### src/rtl/utmr_pkg.sv
package utmr_pkg;

    // Clock select codes; the numeric order is the decode order of the field.
    typedef enum logic [2:0] {
        CS_P8192 = 3'd0,
        CS_P2048 = 3'd1,
        CS_P512  = 3'd2,
        CS_P64   = 3'd3,
        CS_P16   = 3'd4,
        CS_P4    = 3'd5,
        CS_SUB4  = 3'd6,
        CS_EVENT = 3'd7
    } csel_e;

    // Direction codes; bit 1 hands control to the pin.
    typedef enum logic [1:0] {
        DIR_UP      = 2'b00,
        DIR_DOWN    = 2'b01,
        DIR_PIN     = 2'b10,
        DIR_PIN_ALT = 2'b11
    } dir_e;

    // Stored part of the mode register (bits 4:3 are not stored).
    typedef struct packed {
        logic  spare;
        dir_e  dir;
        csel_e csel;
    } mode_t;

    localparam int unsigned NUM_TAPS  = 6;
    localparam int unsigned MODE_BITS = 8;
    localparam logic [1:0]  MODE_FIXED_ONES = 2'b11;

    localparam mode_t MODE_RESET = '{spare: 1'b0, dir: DIR_PIN, csel: CS_P8192};

    // log2 of the divide ratio for each prescaler tap, in select-code order.
    function automatic int unsigned tap_log2(input int unsigned idx);
        case (idx)
            0:       return 13;
            1:       return 11;
            2:       return 9;
            3:       return 6;
            4:       return 4;
            default: return 2;
        endcase
    endfunction

    function automatic mode_t mode_from_bus(input logic [MODE_BITS-1:0] w);
        mode_t m;
        m.spare = w[7];
        m.dir   = dir_e'(w[6:5]);
        m.csel  = csel_e'(w[2:0]);
        return m;
    endfunction

    function automatic logic [MODE_BITS-1:0] mode_to_bus(input mode_t m);
        return {m.spare, m.dir, MODE_FIXED_ONES, m.csel};
    endfunction

endpackage

### src/rtl/utmr_prescaler.sv
module utmr_prescaler #(
    parameter int unsigned PRE_W    = 13,
    parameter int unsigned NUM_TAPS = 6
) (
    input  logic                clk_i,
    input  logic                rst_ni,
    output logic [NUM_TAPS-1:0] tick_o
);

    typedef struct packed {
        logic [PRE_W-1:0] cnt;
    } pre_state_t;

    pre_state_t s_d, s_q;

    always_comb begin
        s_d     = s_q;
        s_d.cnt = s_q.cnt + PRE_W'(1);
    end

    always_ff @(posedge clk_i or negedge rst_ni) begin
        if (!rst_ni) begin
            s_q <= '0;
        end else begin
            s_q <= s_d;
        end
    end

    // A tap of ratio 2^K fires in the one cycle where its low K bits are all ones.
    for (genvar gi = 0; gi < NUM_TAPS; gi++) begin : g_tap
        localparam int unsigned TapK = utmr_pkg::tap_log2(gi);
        assign tick_o[gi] = &s_q.cnt[TapK-1:0];
    end

endmodule

### src/rtl/utmr_sync.sv
module utmr_sync #(
    parameter int unsigned WIDTH  = 3,
    parameter int unsigned STAGES = 2
) (
    input  logic             clk_i,
    input  logic             rst_ni,
    input  logic [WIDTH-1:0] async_i,
    output logic [WIDTH-1:0] sync_o,
    output logic [WIDTH-1:0] prev_o
);

    typedef struct packed {
        logic [STAGES-1:0][WIDTH-1:0] pipe;
        logic [WIDTH-1:0]             prev;
    } sync_state_t;

    sync_state_t s_d, s_q;

    always_comb begin
        s_d         = s_q;
        s_d.pipe[0] = async_i;
        for (int s = 1; s < STAGES; s++) begin
            s_d.pipe[s] = s_q.pipe[s-1];
        end
        s_d.prev    = s_q.pipe[STAGES-1];
    end

    always_ff @(posedge clk_i or negedge rst_ni) begin
        if (!rst_ni) begin
            s_q <= '0;
        end else begin
            s_q <= s_d;
        end
    end

    assign sync_o = s_q.pipe[STAGES-1];
    assign prev_o = s_q.prev;

endmodule

### src/rtl/utmr_count_core.sv
module utmr_count_core #(
    parameter int unsigned DATA_W = 8
) (
    input  logic              clk_i,
    input  logic              rst_ni,
    input  logic              en_i,
    input  logic              down_i,
    input  logic              load_i,
    input  logic [DATA_W-1:0] load_val_i,
    output logic [DATA_W-1:0] cnt_o
);

    typedef struct packed {
        logic [DATA_W-1:0] cnt;
    } core_state_t;

    core_state_t s_d, s_q;

    always_comb begin
        s_d = s_q;
        if (load_i) begin
            s_d.cnt = load_val_i;
        end else if (en_i) begin
            if (down_i) begin
                s_d.cnt = s_q.cnt - DATA_W'(1);
            end else begin
                s_d.cnt = s_q.cnt + DATA_W'(1);
            end
        end
    end

    always_ff @(posedge clk_i or negedge rst_ni) begin
        if (!rst_ni) begin
            s_q <= '0;
        end else begin
            s_q <= s_d;
        end
    end

    assign cnt_o = s_q.cnt;

endmodule

### src/rtl/updown_timer.sv
module updown_timer #(
    parameter int unsigned DATA_W       = 8,
    parameter int unsigned PRE_W        = 13,
    parameter int unsigned SYNC_STAGES  = 2,
    parameter int unsigned SUB_DIV_LOG2 = 2
) (
    input  logic              clk_i,
    input  logic              rst_ni,
    input  logic              cpu_addr_i,
    input  logic              cpu_wr_i,
    input  logic [DATA_W-1:0] cpu_wdata_i,
    output logic [DATA_W-1:0] cpu_rdata_o,
    input  logic              subclk_i,
    input  logic              event_i,
    input  logic              event_fall_i,
    input  logic              updown_i
);

    import utmr_pkg::*;

    localparam int unsigned SyncW  = 3;
    localparam int unsigned IdxSub = 0;
    localparam int unsigned IdxEvt = 1;
    localparam int unsigned IdxDir = 2;

    typedef struct packed {
        mode_t                   mode;
        logic [SUB_DIV_LOG2-1:0] sub_div;
    } top_state_t;

    top_state_t s_d, s_q;

    logic [NUM_TAPS-1:0] presc_tick;
    logic [SyncW-1:0]    sync_lvl;
    logic [SyncW-1:0]    sync_prev;
    logic                sub_rise;
    logic                evt_rise;
    logic                evt_fall;
    logic                evt_edge;
    logic                sub_tick;
    logic                count_en;
    logic                count_down;
    logic                cnt_load;
    logic                mode_load;
    logic [DATA_W-1:0]   cnt_q;
    logic                unused_dir_prev;

    utmr_prescaler #(
        .PRE_W    (PRE_W),
        .NUM_TAPS (NUM_TAPS)
    ) i_prescaler (
        .clk_i  (clk_i),
        .rst_ni (rst_ni),
        .tick_o (presc_tick)
    );

    utmr_sync #(
        .WIDTH  (SyncW),
        .STAGES (SYNC_STAGES)
    ) i_sync (
        .clk_i   (clk_i),
        .rst_ni  (rst_ni),
        .async_i ({updown_i, event_i, subclk_i}),
        .sync_o  (sync_lvl),
        .prev_o  (sync_prev)
    );

    assign unused_dir_prev = sync_prev[IdxDir];

    // Edge detection in the system clock domain.
    assign sub_rise = sync_lvl[IdxSub] & ~sync_prev[IdxSub];
    assign evt_rise = sync_lvl[IdxEvt] & ~sync_prev[IdxEvt];
    assign evt_fall = ~sync_lvl[IdxEvt] & sync_prev[IdxEvt];
    assign evt_edge = event_fall_i ? evt_fall : evt_rise;

    // Subclock divider: one enable per full wrap of the edge counter.
    assign sub_tick = sub_rise & (&s_q.sub_div);

    assign cnt_load  = cpu_wr_i & cpu_addr_i;
    assign mode_load = cpu_wr_i & ~cpu_addr_i;

    always_comb begin
        s_d = s_q;

        if (sub_rise) begin
            s_d.sub_div = s_q.sub_div + SUB_DIV_LOG2'(1);
        end

        if (mode_load) begin
            s_d.mode = mode_from_bus(cpu_wdata_i[MODE_BITS-1:0]);
        end
    end

    // Count source selection.
    always_comb begin
        unique case (s_q.mode.csel)
            CS_P8192: count_en = presc_tick[0];
            CS_P2048: count_en = presc_tick[1];
            CS_P512:  count_en = presc_tick[2];
            CS_P64:   count_en = presc_tick[3];
            CS_P16:   count_en = presc_tick[4];
            CS_P4:    count_en = presc_tick[5];
            CS_SUB4:  count_en = sub_tick;
            CS_EVENT: count_en = evt_edge;
            default:  count_en = 1'b0;
        endcase
    end

    // Direction: bit 1 of the field selects the pin, otherwise bit 0 is the direction.
    always_comb begin
        if (s_q.mode.dir[1]) begin
            count_down = sync_lvl[IdxDir];
        end else begin
            count_down = s_q.mode.dir[0];
        end
    end

    always_ff @(posedge clk_i or negedge rst_ni) begin
        if (!rst_ni) begin
            s_q.mode    <= MODE_RESET;
            s_q.sub_div <= '0;
        end else begin
            s_q <= s_d;
        end
    end

    utmr_count_core #(
        .DATA_W (DATA_W)
    ) i_count_core (
        .clk_i      (clk_i),
        .rst_ni     (rst_ni),
        .en_i       (count_en),
        .down_i     (count_down),
        .load_i     (cnt_load),
        .load_val_i (cpu_wdata_i),
        .cnt_o      (cnt_q)
    );

    always_comb begin
        if (cpu_addr_i) begin
            cpu_rdata_o = cnt_q;
        end else begin
            cpu_rdata_o = DATA_W'(mode_to_bus(s_q.mode));
        end
    end

endmodule

### config.mk
export PLATFORM = sky130hd
export DESIGN_NAME = updown_timer
export DESIGN_NICKNAME = d
export VERILOG_FILES = /design/src/rtl/utmr_pkg.sv /design/src/rtl/utmr_prescaler.sv /design/src/rtl/utmr_sync.sv /design/src/rtl/utmr_count_core.sv /design/src/rtl/updown_timer.sv
export SDC_FILE = /design/constraint.sdc
export NUM_CORES = 1
export LEC_CHECK = 0
export BUFFER_PORTS_ARGS = -buffer_cell sky130_fd_sc_hd__buf_4
export CORE_MARGIN = 2
export CORE_UTILIZATION = 40
export CTS_BUF_LIST = sky130_fd_sc_hd__clkbuf_4 sky130_fd_sc_hd__clkbuf_8 sky130_fd_sc_hd__clkbuf_16
export CTS_CLUSTER_SIZE = 10
export DETAILED_ROUTE_END_ITERATION = 8
export PLACE_DENSITY_LB_ADDON = 0.1
export SLEW_MARGIN = 15
export SYNTH_ARGS = -nofsm -noshare
export SYNTH_HDL_FRONTEND = slang
export SYNTH_SLANG_ARGS = --single-unit
### constraint.sdc
create_clock -name clk_i -period 4 [get_ports clk_i]
set_clock_uncertainty 0.15 [all_clocks]
set_input_delay 0.8 -clock clk_i [delete_from_list [all_inputs] [get_ports clk_i]]
set_output_delay 0.8 -clock clk_i [all_outputs]
set_load 0.02 [all_outputs]
==> out/metrics.yaml <==
drt:
  drtPass1Iterations: 4
  ant_nets: 0
  viasPerCell: 5.18
  drc_errors: 0
  routed_wirelength_mm: 3.65
  drtIter0Drc: 67
  vias: 1306
  wl_per_cell_um: 14.5
clock_tree:
  cts_inserted_buffers: 5
  cts_resized: 0
  cts-root-buf: "clkbuf_8"
  clk_latency_ns: 0.28
  clk_pin_slew_worst_paths_ns: 0.07
  cts_max_path_buffers: 2
  cts-hold-fix-buffers: 0
  cts_setup_buffers: 0
  clock_sink_count: 37
  h-tree-depth: 2
  cts_tree: "yes"
synth:
  synth_top_family_by_area: "simple AND/OR/NAND/NOR gates"
  yosysWarnings: 0
  synthMuxAreaShare: 0.0964
  yosysUniqueCellTypes: 35
  synth_fa_ha_area_frac: 0.0691
  synthSimpleGateAreaFrac: 0.150
  ys_seq_elements: 37
  syn_nets: 197
  async_flop_share: 1.00
  syn_area_um2: 1920
  yosysSeqAreaShare: 0.483
  synthXorXnorAreaFrac: 0.0684
  synth_compound_gate_area_share: 0.104
  yosys_most_used_dff: "dfrtp_1"
  syn_avg_cell_area_um2: 11.2
  synth_cells: 171
  synth_edf_count: 0
setup_path:
  cpMostUsedCell: "o22ai_1"
  startpoint_type: "flip-flop"
  crit_required_ns: 4.02
  path_max_fanout: 7
  worstPathCellList: "mux2i_1 -> inv_1 -> ha_1 -> a21oi_1 -> o22ai_1 -> o22ai_1 -> xnor2_1 -> nor4b_1 -> nor3_1"
  crit_type: "reg2reg"
  cp_top_family: "compound AO/OA/AOI/OAI gates"
  crit_slowest_cell: "dfstp_2"
  worst-path-buf-inv: 1
  end_kind: "flip-flop"
  max_stage_delay_ns: 0.55
  crit_arrival_ns: 2.65
sta:
  fin_crit_sh: 0.657
  relSlewSlack: 0.590
  fmax_ghz: 0.380
  tightest_slew_ns: 0.615
  rsz0062_at_grt: "no"
  finalMaxSlewViolations: 0
  fin_crit_ns: 2.63
  hold_viol_final: 0
  setup_viol: 0
  fin_tns_setup_ns: 0
cells_and_area:
  drive_gt1_frac: 0.258
  stdcell_area_um2: 2220
  nets: 223
  layout_common_cells: "36 x dfrtp_1, 23 x buf_4, 12 x nand2_1, 12 x mux2_2, 11 x xnor2_1"
  multi_input_area_um2: 937
  antenna_cells: 0
  layout.area.seq_um2: 927
  fillCellCount: 442
  area_delta_synth_final_pct: 15.8
  final_common_cell: "dfrtp_1"
power_and_ir_drop:
  power.internal_uw: 821
  clockPowerShare: 0.199
  p_sw_uw: 450
  power_frac_comb: 0.413
  power_mw: 1.27
  p_sw_frac: 0.354
  p_leak_nw: 1.05
  power_frac_seq: 0.388
  powerDensity_nw_per_um2: 571
  ir_worst_vdd_v: 0.000278
floorplanning:
  start_util: 0.412
  die_h_um: 73.3
  pin_count: 24
  fp.dieW_um: 73.3
  fp.coreArea_um2: 4660
  dieArea_um2: 5370
  rows: 25
global_route:
  use_met2: 0.238
  globalRouteMet3Util: 0.0439
  grt-busiest-layer: "met2"
  grt_pass1_wl_mm: 6.25
  grt_antenna_before_repair: 0
  grt_max_degree: 38
  grt_pass1_vias: 1334
  overflow: 0
  use_met1: 0.213
  grt_use_total: 0.156
status:
  status: "completed"
run:
  cap_viol_max_count: 0
placement:
  io_buffers: 23
  dp_hpwl_mm: 2.70
  dpl-instance-area_um2: 2140
  place_congestion: 0.775
hold_path:
  min_path_type: "reg2reg"
-- layer usage --
layer,vias up,routed length (um)
met5,-,0
met4,0,54
met3,7,153
met2,22,1660
met1,630,1790
li1,647,-
-- power groups by stage --
stage / clock, mW / combinational (mW) / sequential, mW
3_3_place_gp: 0 / 0.509 / 0.499
6_report: 0.253 / 0.525 / 0.493
5_1_grt: 0.285 / 0.593 / 0.504
3_5_place_dp: 0 / 0.528 / 0.499
4_1_cts: 0.265 / 0.531 / 0.492
2_1_floorplan: 0 / 0.404 / 0.482
-- Yosys cell counts (3+ instances only) --
cell type | n | area, um^2
nor3_1 | 5 | 25.0
xor2_1 | 4 | 35.0
nor2b_1 | 4 | 25.0
nand2_1 | 12 | 45.0
nand2b_1 | 5 | 31.3
and3_1 | 5 | 31.3
inv_1 | 9 | 33.8
nor2_1 | 9 | 33.8
xnor2_1 | 11 | 96.3
mux2i_1 | 5 | 50.1
clkbuf_1 | 3 | 11.3
dfrtp_1 | 36 | 901
mux2_2 | 12 | 135
a21oi_1 | 10 | 50.1
o21ai_0 | 6 | 30.0
ha_1 | 9 | 113
nand3_1 | 4 | 20.0
-- cells by family (layout without fill, tap and decap cells) --
| family | Yosys count | count (layout) |
|---|---|---|
| buffers and inverters | 13 | 40 |
| AOI/OAI and AO/OA | 26 | 26 |
| adders and majority gates | 10 | 10 |
| muxes | 17 | 17 |
| DFF | 37 | 37 |
| xor gates and xnor gates | 15 | 15 |
| and+or+nand+nor | 53 | 53 |
-- registers in the layout, summed over array words and instances (netlist names) --
name / count
i_prescaler.s_q: 13
i_count_core.cnt_o: 8
s_q: 8
i_sync.s_d: 3
i_sync.sync_o: 3
i_sync.prev_o: 2
-- worst register-to-register path: stages, from the launching register on --
cell	delay, ns
dfstp_2	0.55
mux2i_1	0.27
inv_1	0.19
ha_1	0.30
a21oi_1	0.21
o22ai_1	0.15
o22ai_1	0.20
xnor2_1	0.16
nor4b_1	0.24
nor3_1	0.09
-- area by class of cell --
class | instances | share of cell area
Sequential cell | 37 | 0.417
Timing Repair Buffer | 23 | 0.0776
Inverter | 9 | 0.0152
Multi-Input combinational cell | 121 | 0.421
Clock buffer | 6 | 0.0343
Tap cell | 54 | 0.0304
Clock inverter | 2 | 0.00450
-- path summary, 6_finish.rpt --
path,startpoint,endpoint,slack [ns],cells after the start
setup / recovery,s_q[6]$_DFFE_PN1P_,i_count_core.cnt_o[7]$_DFFE_PN0P_,1.37,9
hold / removal,i_sync.s_d[8]$_DFF_PN0_,i_sync.sync_o[2]$_DFF_PN0_,0.21,0
setup reg to reg,s_q[6]$_DFFE_PN1P_,i_count_core.cnt_o[7]$_DFFE_PN0P_,1.37,9
hold reg to reg,i_sync.s_d[8]$_DFF_PN0_,i_sync.sync_o[2]$_DFF_PN0_,0.21,0
max in group asynchronous,rst_ni,s_q[6]$_DFFE_PN1P_,3.03,1
min in group asynchronous,rst_ni,i_prescaler.s_q[10]$_DFF_PN0_,0.32,1
-- metrics by stage --
stage / hold slack (ns) / utilization / setup WS, ns / cells
after floorplan: 0.181 / - / 1.54 / 171
after global placement: 0.192 / 0.459 / 1.38 / 244
after detailed placement: 0.187 / 0.459 / 1.33 / 244
after CTS: 0.209 / 0.477 / 1.31 / 252
after global routing: 0.223 / 0.477 / 1.12 / 252
final: 0.205 / 0.477 / 1.37 / 252
Note: power is estimated with default switching activity, not from simulation.
